**src/rtl/tsr_pkg.sv**
```systemverilog
// Shared constants for the timer status register.
// Assumes: clearable flags are indexed A, B, overflow, underflow.
package tsr_pkg;
    localparam int REG_W   = 8;
    localparam int N_FLAGS = 4;
    localparam int N_DMA   = 2;
    localparam int POS_DIR = 7;
    localparam int POS_ONE = 6;
    localparam logic [REG_W-1:0] FIXED_ONES = 8'h40;

    typedef enum logic [1:0] {
        FL_A   = 2'd0,
        FL_B   = 2'd1,
        FL_OVF = 2'd2,
        FL_UNF = 2'd3
    } flag_idx_e;

    // Bit position of clearable flag i in the register
    function automatic int flag_pos(input int i);
        case (i)
            0:       return 0;
            1:       return 1;
            2:       return 4;
            default: return 5;
        endcase
    endfunction
endpackage

```
**src/rtl/tsr_event_map.sv**
```systemverilog
// Maps counter-core strobes to per-flag set requests and DMA clear requests.
// Assumes: strobes are single-cycle; only flags below N_DMA have a DMA path.
module tsr_event_map
    import tsr_pkg::*;
(
    input  logic               clk,
    input  logic               rst_n,
    input  logic [N_DMA-1:0]   cmp_i,
    input  logic [N_DMA-1:0]   cap_i,
    input  logic [N_DMA-1:0]   capmode_i,
    input  logic               wrap_up_i,
    input  logic               wrap_down_i,
    input  logic [N_DMA-1:0]   dma_svc_i,
    input  logic [N_DMA-1:0]   dma_keep_i,
    output logic [N_FLAGS-1:0] set_o,
    output logic [N_FLAGS-1:0] dma_clr_o
);
    for (genvar g = 0; g < N_FLAGS; g++) begin : g_map
        if (g < N_DMA) begin : g_cc
            // Select the strobe that belongs to the register's current mode
            always_comb set_o[g] = capmode_i[g] ? cap_i[g] : cmp_i[g];
            // DMA service clears unless the transfer keeps the flag
            always_comb dma_clr_o[g] = dma_svc_i[g] & ~dma_keep_i[g];


            mode_mask_chk: assert property (@(posedge clk) disable iff (!rst_n)
                (capmode_i[g] && !cap_i[g]) |-> !set_o[g]);

            dma_keep_chk: assert property (@(posedge clk) disable iff (!rst_n)
                dma_keep_i[g] |-> !dma_clr_o[g]);
        end else if (g == int'(FL_OVF)) begin : g_ovf
            // Overflow wrap sets the overflow flag; no DMA path
            always_comb set_o[g] = wrap_up_i;
            always_comb dma_clr_o[g] = 1'b0;
        end else begin : g_unf
            // Underflow wrap sets the underflow flag; no DMA path
            always_comb set_o[g] = wrap_down_i;
            always_comb dma_clr_o[g] = 1'b0;
        end
    end
endmodule

```
**src/rtl/tsr_flag_cell.sv**
```systemverilog
// One sticky status flag with its read-as-1 arm bit.
// Assumes: read and write strobes are not active in the same cycle;
// a set request overrides any clear in the same cycle.
module tsr_flag_cell (
    input  logic clk,
    input  logic rst_n,
    input  logic set_i,
    input  logic rd_i,
    input  logic wr_i,
    input  logic wbit_i,
    input  logic dma_clr_i,
    output logic flag_o
);
    logic flag_q;
    logic arm_q;
    logic wr_clr;

    // A write of 0 clears only an armed flag
    always_comb wr_clr = wr_i & ~wbit_i & arm_q;

    // Flag register: set wins over either clear path
    always_ff @(posedge clk) begin
        if (!rst_n)
            flag_q <= 1'b0;
        else
            flag_q <= set_i | (flag_q & ~(wr_clr | dma_clr_i));
    end

    // Arm register: armed by a read of 1, dropped by any write or DMA clear
    always_ff @(posedge clk) begin
        if (!rst_n)
            arm_q <= 1'b0;
        else if (wr_i || dma_clr_i)
            arm_q <= 1'b0;
        else if (rd_i && flag_q)
            arm_q <= 1'b1;
    end

    assign flag_o = flag_q;


    set_wins_chk: assert property (@(posedge clk) disable iff (!rst_n)
        set_i |=> flag_q);

    unarmed_keep_chk: assert property (@(posedge clk) disable iff (!rst_n)
        (flag_q && wr_i && !arm_q && !dma_clr_i) |=> flag_q);

    write_one_keep_chk: assert property (@(posedge clk) disable iff (!rst_n)
        (flag_q && wr_i && wbit_i && !dma_clr_i) |=> flag_q);

    armed_clear_chk: assert property (@(posedge clk) disable iff (!rst_n)
        (wr_i && !wbit_i && arm_q && !set_i) |=> !flag_q);

    write_disarm_chk: assert property (@(posedge clk) disable iff (!rst_n)
        wr_i |=> !arm_q);

    dma_clear_chk: assert property (@(posedge clk) disable iff (!rst_n)
        (dma_clr_i && !set_i) |=> (!flag_q && !arm_q));
endmodule

```
**src/rtl/tsr_top.sv**
```systemverilog
// Status register of one up/down timer channel: sticky event flags with
// guarded clearing, DMA clearing of compare/capture flags, direction bit
// and per-flag interrupt requests.
// Assumes: event inputs are single-cycle strobes from the counter core.
module tsr_top
    import tsr_pkg::*;
(
    input  logic               clk,
    input  logic               rst_n,
    input  logic               bus_rd,
    input  logic               bus_wr,
    input  logic [REG_W-1:0]   bus_wdata,
    output logic [REG_W-1:0]   bus_rdata,
    input  logic               cmp_a,
    input  logic               cap_a,
    input  logic               capmode_a,
    input  logic               cmp_b,
    input  logic               cap_b,
    input  logic               capmode_b,
    input  logic               wrap_up,
    input  logic               wrap_down,
    input  logic               count_up,
    input  logic               dma_svc_a,
    input  logic               dma_keep_a,
    input  logic               dma_svc_b,
    input  logic               dma_keep_b,
    input  logic [N_FLAGS-1:0] irq_en,
    output logic [N_FLAGS-1:0] irq_req
);
    logic [N_FLAGS-1:0] set_vec;
    logic [N_FLAGS-1:0] dma_clr_vec;
    logic [N_FLAGS-1:0] flags;
    logic               dir_q;

    tsr_event_map u_map (
        .clk        (clk),
        .rst_n      (rst_n),
        .cmp_i      ({cmp_b, cmp_a}),
        .cap_i      ({cap_b, cap_a}),
        .capmode_i  ({capmode_b, capmode_a}),
        .wrap_up_i  (wrap_up),
        .wrap_down_i(wrap_down),
        .dma_svc_i  ({dma_svc_b, dma_svc_a}),
        .dma_keep_i ({dma_keep_b, dma_keep_a}),
        .set_o      (set_vec),
        .dma_clr_o  (dma_clr_vec)
    );

    for (genvar g = 0; g < N_FLAGS; g++) begin : g_flag
        tsr_flag_cell u_cell (
            .clk      (clk),
            .rst_n    (rst_n),
            .set_i    (set_vec[g]),
            .rd_i     (bus_rd),
            .wr_i     (bus_wr),
            .wbit_i   (bus_wdata[flag_pos(g)]),
            .dma_clr_i(dma_clr_vec[g]),
            .flag_o   (flags[g])
        );
        // Request is the flag gated by its enable
        always_comb irq_req[g] = flags[g] & irq_en[g];
    end

    // Direction bit: registered copy of the counter direction, up at reset
    always_ff @(posedge clk) begin
        if (!rst_n)
            dir_q <= 1'b1;
        else
            dir_q <= count_up;
    end

    // Assemble read data from fixed bits, direction and flags
    always_comb begin
        bus_rdata          = FIXED_ONES;
        bus_rdata[POS_DIR] = dir_q;
        for (int i = 0; i < N_FLAGS; i++)
            bus_rdata[flag_pos(i)] = flags[i];
    end


    fixed_bits_chk: assert property (@(posedge clk) disable iff (!rst_n)
        (bus_rdata[POS_ONE] && bus_rdata[3:2] == 2'b00));

    dir_track_chk: assert property (@(posedge clk) disable iff (!rst_n)
        1'b1 |=> (bus_rdata[POS_DIR] == $past(count_up)));

    ovf_set_chk: assert property (@(posedge clk) disable iff (!rst_n)
        wrap_up |=> bus_rdata[flag_pos(int'(FL_OVF))]);

    irq_drop_chk: assert property (@(posedge clk) disable iff (!rst_n)
        $fell(flags[int'(FL_A)]) |-> !irq_req[int'(FL_A)]);
endmodule

```
**config.mk**
```make
export PLATFORM = sky130hd
export DESIGN_NAME = tsr_top
export DESIGN_NICKNAME = d
export VERILOG_FILES = /design/src/rtl/tsr_pkg.sv /design/src/rtl/tsr_event_map.sv /design/src/rtl/tsr_flag_cell.sv /design/src/rtl/tsr_top.sv
export SDC_FILE = /design/constraint.sdc
export NUM_CORES = 1
export LEC_CHECK = 0
export BUFFER_PORTS_ARGS = -buffer_cell sky130_fd_sc_hd__buf_2
export CAP_MARGIN = 30
export CORE_UTILIZATION = 35
export CTS_CLUSTER_DIAMETER = 150
export DETAILED_ROUTE_END_ITERATION = 8
export PLACE_DENSITY = 0.76
export REMOVE_ABC_BUFFERS = 1
export SYNTH_ARGS = -nofsm -noshare
export SYNTH_HDL_FRONTEND = slang
export SYNTH_SLANG_ARGS = --single-unit
```
**constraint.sdc**
```tcl
create_clock -name clk -period 0.95 [get_ports clk]
set_input_delay 0 -clock clk [delete_from_list [all_inputs] [get_ports clk]]
set_output_delay 0 -clock clk [all_outputs]
set_load 0.01 [all_outputs]
```
---- Word-level counts from Yosys, hierarchy flattened ----
Index checks and enable logic that the tools add are counted.
storage, ports and cells
  bits in registers ....................... 9
  word-level logic and storage cells ...... 55
cells by class
  multiplexer cells ....................... 2
  bitwise logic cells ..................... 35
  reduce and logical (&&, ||, !) cells .... 9
operators with widths
  cell                count
  AND 1 bit           18
  NOT 1 bit           11
  bitwise OR 1 bit    6
  OR reduction 2 bit  3
  logical AND 1 bit   4
  logical OR 1 bit    2
  2-to-1 mux 1 bit    2

---- Depth between registers and ports, before layout ----
Gate-level depths: netlist of the first run.
  depth after elaboration ................. 7
  mapped depth ............................ 2
  gate-level depth less buffers ........... 2

---- Hierarchy ----
Synthesis of the first run repeated with hierarchy kept, for this count alone.
unflattened totals
  cell total of the unflattened synthesis .. 53
  area, all modules ....................... 505.5 sq um
modules (own cells, without submodules)
  module         instances  cells an instance  area each (sq um)
  tsr_flag_cell  4          8                  85.1
  tsr_top        1          12                 88.8
  tsr_event_map  1          9                  76.3

---- Least setup slack after synthesis of the first run ----
Ideal clock, no wire load.
  path type ............................... register to register
  start ................................... register g_flag[0].u_cell.arm_q
  end ..................................... register g_flag[0].u_cell.flag_q
  setup time .............................. 0.088 ns
  data arrival time ....................... 0.668 ns
  required time ........................... 0.862 ns
  slack ................................... 0.193 ns
  cell stages (with the launch flop) ...... 3
  path buffers ............................ 0
  period minus slack after synthesis ...... 0.757 ns
  cells stage by stage .................... dfxtp_1 > and3b_1 > o32ai_2
on the way
  longest elaborated chain between the ends .. 5
ends and longest elaborated chain
  what                    RTL line             text
  from (decl)             tsr_flag_cell.sv:15  logic arm_q;
  from (signal assigned)  tsr_flag_cell.sv:32  arm_q <= 1'b0;
  from (signal assigned)  tsr_flag_cell.sv:34  arm_q <= 1'b0;
  from (signal assigned)  tsr_flag_cell.sv:36  arm_q <= 1'b1;
  AND 1 bit               tsr_flag_cell.sv:19  always_comb wr_clr = wr_i & ~wbit_i & arm_q;
  bitwise OR 1 bit        tsr_flag_cell.sv:26  flag_q <= set_i | (flag_q & ~(wr_clr | dma_clr_i));
  NOT 1 bit               tsr_flag_cell.sv:26
  AND 1 bit               tsr_flag_cell.sv:26
  bitwise OR 1 bit        tsr_flag_cell.sv:26
  to (signal assigned)    tsr_flag_cell.sv:26
  to (decl)               tsr_flag_cell.sv:14  logic flag_q;
Every way passes these cells.
A chain may end at the register's enable or synchronous reset.

---- Final worst setup path of the first run ----
  start ................................... input bus_wr
  end ..................................... register g_flag[1].u_cell.flag_q
on the way
  longest elaborated chain between the ends .. 6
ends and longest elaborated chain
  what                    RTL line             text
  from (decl)             tsr_top.sv:11        input logic bus_wr,
  AND 1 bit (2 in a row)  tsr_flag_cell.sv:19
  bitwise OR 1 bit        tsr_flag_cell.sv:26
  NOT 1 bit               tsr_flag_cell.sv:26
  AND 1 bit               tsr_flag_cell.sv:26
  bitwise OR 1 bit        tsr_flag_cell.sv:26
  to (signal assigned)    tsr_flag_cell.sv:26
  to (decl)               tsr_flag_cell.sv:14
Every way passes these cells.

==> results of run 1 <==
[layer usage]
| layer | global-route usage, % | part of all wire [%] |
|---|---|---|
| met1 | 13.3 | 39 |
| met4 | 8.04 | 1.3 |
| met3 | 8.72 | 8.2 |
| met5 | 0 | 0 |
| met2 | 31.8 | 52 |
[how the worst min path moves through the flow]
stage	start	endpoint	slack (ns)
floorplan	rst_n	dir_q$_SDFF_PN1_	0.07
global placement	count_up	dir_q$_SDFF_PN1_	0.18
detailed placement	count_up	dir_q$_SDFF_PN1_	0.19
CTS	bus_rd	g_flag[2].u_cell.arm_q$_SDFFE_PP0P_	0.02
global route	bus_wdata[5]	g_flag[3].u_cell.flag_o$_SDFF_PN0_	0.04
finish	bus_rd	g_flag[2].u_cell.arm_q$_SDFFE_PP0P_	0.02
[state kept, by name, summed over array words and instances, names as in the netlist]
name / flops
g_flag.u_cell.arm_q: 4
g_flag.u_cell.flag_o: 4
dir_q: 1
[cells by family (layout without fill, tap and decap cells)]
kind of cell / after synthesis / after routing / synth area share, %
other cells: 2 / 3 / 1.64
buf+inv: 9 / 41 / 13.9
flops: 9 / 9 / 39.2
simple gates: 18 / 18 / 24.5
compound gates: 10 / 10 / 16.3
mux: 2 / 2 / 4.36
[through the flow]
stage	hold WS [ns]	std cells	utilization, %	setup slack (ns)	cell area [um^2]
after detailed placement	0.186	90	50.6	0.147	586
after floorplan	0.0730	43	-	0.193	403
after CTS	0.0183	97	55.5	0.0504	642
after global routing	0.0423	97	55.5	0.00219	642
final	0.0227	97	55.5	0.0374	642
after global placement	0.183	90	50.6	0.168	586
[area by class of cell]
type                       instances  area [um^2]
fill                             112          514
multi-input combinational         33          219
timing repair buffer              36          195
sequential                         9          180
clock buffer                       4         26.3
tap                               14         17.5
inverter                           1         3.75
[layout by cell type, fill, tap and decap left out, drive strengths merged]
cell type / n
and2: 4
nor2b: 2
dlygate4sd3: 3
nand2b: 2
dfxtp: 9
nor3: 2
a21oi: 4
mux2i: 2
nand2: 2
a31oi: 2
conb: 3
buf: 33
clkbuf: 4
and3b: 2
o21ai: 2
nor2: 4
o32ai: 2
inv: 1
[critical path, stage by stage]
cell and delay [ns]:
dlygate4sd3_1 0.53, buf_2 0.15, and3b_1 0.17, o32ai_2 0.24
[timing repair]
item / 4_1_cts / 5_1_grt
endpoints found under the setup margin: 0 / 0
hold endpoints to repair: 3 / 0
hold buffers: 3 / 0
[report_power, final]
part	internal [mW]	total [mW]	switching, mW
sequential	0.400	0.416	0.0155
combinational	0.0956	0.174	0.0782
clock	0.162	0.291	0.129
==> impl_metrics.toml, run 1 <==
[cells_and_area]
syn_to_final_growth_pct = 39.8
finalNetCount = 113
antenna_cells = 0
drive_above_1_share_pct = 49.4

[synth]
synthFlopType = "dfxtp_1"
synth_commonest_cells = "dfxtp_1 (9), buf_4 (8), a21oi_1 (4), and2_1 (4), nor2_1 (4)"
yosysTopAreaCell = "dfxtp_1"
syn_area_per_cell_um2 = 9.18
synth_area_um2 = 459
synth_top_area_share_pct = 39.2
synth-seq-area-share_pct = 39.2
yosys_warnings = 0
synth_area_leaders = "dfxtp_1 (39%), buf_4 (13%), o32ai_2 (7.1%)"
synth_edf_count = 0
yosysMostFrequentCell = "dfxtp_1"
ys_types = 18
synth_seq_cells = 9
async_reset_ff_share_pct = 0
netlist_instances = 50

[cts]
cts_made_buffers = 3
clock_latency_ns = 0.26
cts_setup_buffers = 0
cts_tree = "yes"
cts_root_buf = "clkbuf_4"
path_clk_slew_ns = 0.06
post_cts_resized = 0
htreeDepth = 1
clock-sinks = 9
cts_buffer_depth = 2

[route]
post-route-drc-count = 0
dr.pass1.iters = 2
ant_nets = 0
vias_per_cell = 4.47
routed_wl_um = 948
drt_iter0_markers = 2
vias = 434
post_drt_wl_per_cell_um = 9.77

[timing]
setup_viol = 0
finClkSkew_ns = 0.0000678
post-route-period-util_pct = 96.1
min_period_ns = 0.913
hold_viol_final = 0
slew_viol_final = 0
timing.setup.tns_ns = 0
fmax_mhz = 1100
rsz0062_at_grt = "false"

[worst_hold_path]
worstHoldPathCells = 3
hold_path_class = "in -> reg"

[die]
fp.dieH_um = 38.2
start_util_pct = 39.7
io_pins = 41
die_w_um = 38.2
fp-row-count = 12
die-area_um2 = 1460
coreArea_um2 = 1160

[placement]
portBuffers = 33
dp_hpwl_um = 764
gp_congestion = 0.713

[global_routing]
grt_usage_pct = 16.6
grt_pass1_wl_um = 1570
grt_start_max_net_pins = 8
grt_overflow = 0
grt_pass1_vias = 428
antenna_found_initial = 0

[critical_path]
startpoint_type = "primary input"
crit_start = "bus_wr"
worstPathArrival_ns = 1.09
r2r_slack_ns = 0.14
path_max_fanout = 5
worstSetupPathType = "in -> reg"
timing.rr.end = "g_flag[1].u_cell.flag_o$_SDFF_PN0_"
end_kind = "flip-flop"
rr_worst_depth = 2
r2r-start = "g_flag[1].u_cell.arm_q$_SDFFE_PP0P_"
crit_path_end = "g_flag[1].u_cell.flag_o$_SDFF_PN0_"
worstPathRequired_ns = 1.12

[pwr]
p_leak_nw = 0.330
total_power_uw = 880
max-vdd-ir-drop_mv = 1.02
p_per_area_nw_per_um2 = 1370

[flow_run]
cap_violations = 0

[status]
outcome = "completed"
Power figures use the tool's default switching activity.
==> run 2, diff against run 1 <==
--- a/config.mk
+++ b/config.mk
@@ -7,11 +7,12 @@
 export LEC_CHECK = 0
 export BUFFER_PORTS_ARGS = -buffer_cell sky130_fd_sc_hd__buf_2
 export CAP_MARGIN = 30
-export CORE_UTILIZATION = 35
+export CORE_UTILIZATION = 37
 export CTS_CLUSTER_DIAMETER = 150
 export DETAILED_ROUTE_END_ITERATION = 8
-export PLACE_DENSITY = 0.76
+export PLACE_DENSITY = 0.77
 export REMOVE_ABC_BUFFERS = 1
 export SYNTH_ARGS = -nofsm -noshare
 export SYNTH_HDL_FRONTEND = slang
+export SYNTH_HIERARCHICAL = 1
 export SYNTH_SLANG_ARGS = --single-unit
==> run 2 against run 1 <==
- area after synthesis increased by 10%
- total power about the same
- count of clock-buffer cells in the layout decreased by 1
- largest power group unchanged
- via count grew 5.3%
- sequential cell count unchanged
- largest cell class unchanged
- combinational power is 3% higher
- cell area rose by 8.4%
- critical path type is now reg -> out
- clock power decreased by 3%
- synthesized cell count up 6.0%
- clock skew up 0.0082 ns
- highest routed layer is now met3
==> impl_metrics.toml, run 2 <==
[die]
io_pins = 41
die_w_um = 39.0
coreArea_um2 = 1190
fp-row-count = 12
fp.dieH_um = 39.0
start_util_pct = 42.6
die-area_um2 = 1520

[timing]
rsz0062_at_grt = "false"
timing.setup.tns_ns = 0
post-route-period-util_pct = 92.6
fmax_mhz = 1140
setup_viol = 0
hold_viol_final = 0
slew_viol_final = 0
finClkSkew_ns = 0.00824
min_period_ns = 0.880

[synth]
ys_types = 13
yosysMostFrequentCell = "dfxtp_1"
yosys_warnings = 6
synth_edf_count = 0
synth-seq-area-share_pct = 35.6
async_reset_ff_share_pct = 0
synthFlopType = "dfxtp_1"
synth_seq_cells = 9
netlist_instances = 53
syn_area_per_cell_um2 = 9.54
yosysTopAreaCell = "dfxtp_1"
synth_area_um2 = 505
synth_top_area_share_pct = 35.6
synth_area_leaders = "dfxtp_1 (36%), buf_4 (12%), nor4b_2 (12%)"
synth_commonest_cells = "dfxtp_1 (9), buf_4 (8)"

[cells_and_area]
finalNetCount = 117
antenna_cells = 0
mostFrequentLayoutCells = "buf_2 (33), dfxtp_1 (7), conb_1 (5)"
drive_above_1_share_pct = 51.7
syn_to_final_growth_pct = 37.6
final_common_cell = "buf_2"

[route]
post-route-drc-count = 0
drt_iter0_markers = 3
vias = 457
routedLengthMet1_um = 414
dr.max_layer_used = "met3"
dr.pass1.iters = 2
dr_wl_met3_um = 76
ant_nets = 0
wl_met2_um = 472
vias_per_cell = 4.52
routed_wl_um = 963
post_drt_wl_per_cell_um = 9.53

[status]
outcome = "completed"

[critical_path]
worstPathRequired_ns = 0.95
path_max_fanout = 4
worstSetupPathType = "reg -> out"
critPathTopFamily = "flip-flops"
cp_num_buf_inv = 1
end_kind = "output port"
slowest_delay_ns = 0.33
cpMaxStageDelayCell = "dfxtp_2"
crit_chain = "and2_1 > buf_2"
worstPathArrival_ns = 0.88
startpoint_type = "flip-flop"

[cts]
cts_tree = "yes"
cts_buffer_depth = 2
cts_root_buf = "clkbuf_4"
cts_setup_buffers = 0
htreeDepth = 1
clock_latency_ns = 0.26
path_clk_slew_ns = 0.06
clock-sinks = 9
cts_made_buffers = 3

[flow_run]
cap_violations = 0

[global_routing]
grt_pass1_wl_um = 1500
grt_pass1_vias = 389
grt_overflow = 0
antenna_found_initial = 0
grt_start_max_net_pins = 14
grt_usage_pct = 14.9

[placement]
dp_hpwl_um = 733
gp_congestion = 0.594
portBuffers = 33

[pwr]
max-vdd-ir-drop_mv = 0.578
total_power_uw = 880
p_leak_nw = 0.354
p_per_area_nw_per_um2 = 1260

[worst_hold_path]
hold_path_class = "in -> reg"
[run 2: where the power goes]
group | switching (mW) | internal, mW
logic | 0.0787 | 0.101
registers | 0.0159 | 0.401
clock network | 0.128 | 0.155
[run 2: timing repair]
item,in CTS,in global routing
endpoints found under the setup margin,0,2
gates resized for setup,0,2
hold buffers,3,0
endpoints found under the hold margin,3,0
[run 2: path summary, 6_finish.rpt]
check                                   endpoint                          startpoint  cells after the start  slack [ns]
max                                   irq_req[1]  g_flag[1].u_cell/flag_o$_SDFF_PN0_                      2        0.07
min          g_flag[3].u_cell/arm_q$_SDFFE_PP0P_                              bus_wr                      2        0.04
min reg2reg   g_flag[0].u_cell/flag_o$_SDFF_PN0_  g_flag[0].u_cell/flag_o$_SDFF_PN0_                      2        0.50
max reg2reg  g_flag[2].u_cell/arm_q$_SDFFE_PP0P_  g_flag[2].u_cell/flag_o$_SDFF_PN0_                      2        0.22
[run 2: area by class of cell]
class	count	area, um^2
Fill cell	118	490
Tap cell	14	17.5
Clock inverter	1	5.00
Multi-Input combinational cell	38	273
Timing Repair Buffer	36	195
Sequential cell	9	183
Clock buffer	3	22.5
[run 2: cell families after synthesis]
| kind of cell | count (synthesis) | share of synthesized area [%] |
|---|---|---|
| AO/OA/AOI/OAI | 8 | 7.92 |
| other | 3 | 2.23 |
| flip-flops | 9 | 35.6 |
| multiplexers | 2 | 5.94 |
| AND/OR/NAND/NOR | 23 | 36.4 |
| buffers and inverters | 8 | 11.9 |
[run 2: stage by stage]
step	instance area [um^2]	cells	setup slack (ns)	utilization, %	hold slack, ns
after floorplan	453	47	0.210	-	0.0730
after CTS	693	101	0.0269	58.4	0.0313
after global placement	636	94	0.240	53.6	0.181
final	696	101	0.0705	58.6	0.0411
after global routing	696	101	0.00232	58.6	0.0354
after detailed placement	636	94	0.211	53.6	0.207
[run 2: worst register-to-register path, delay by kind of cell (launching register included)]
| family | cells | cell delay [ns] |
|---|---|---|
| AOI/OAI and AO/OA | 1 | 0.09 |
| DFF | 1 | 0.37 |
| and+or+nand+nor | 1 | 0.19 |
[run 2: per-layer routing]
metal  vias up  GRT usage [%]
met1       197           15.8
met4         0           7.76
met2        23           25.0
met3         0           5.78
met5         -              0
li1        237              -
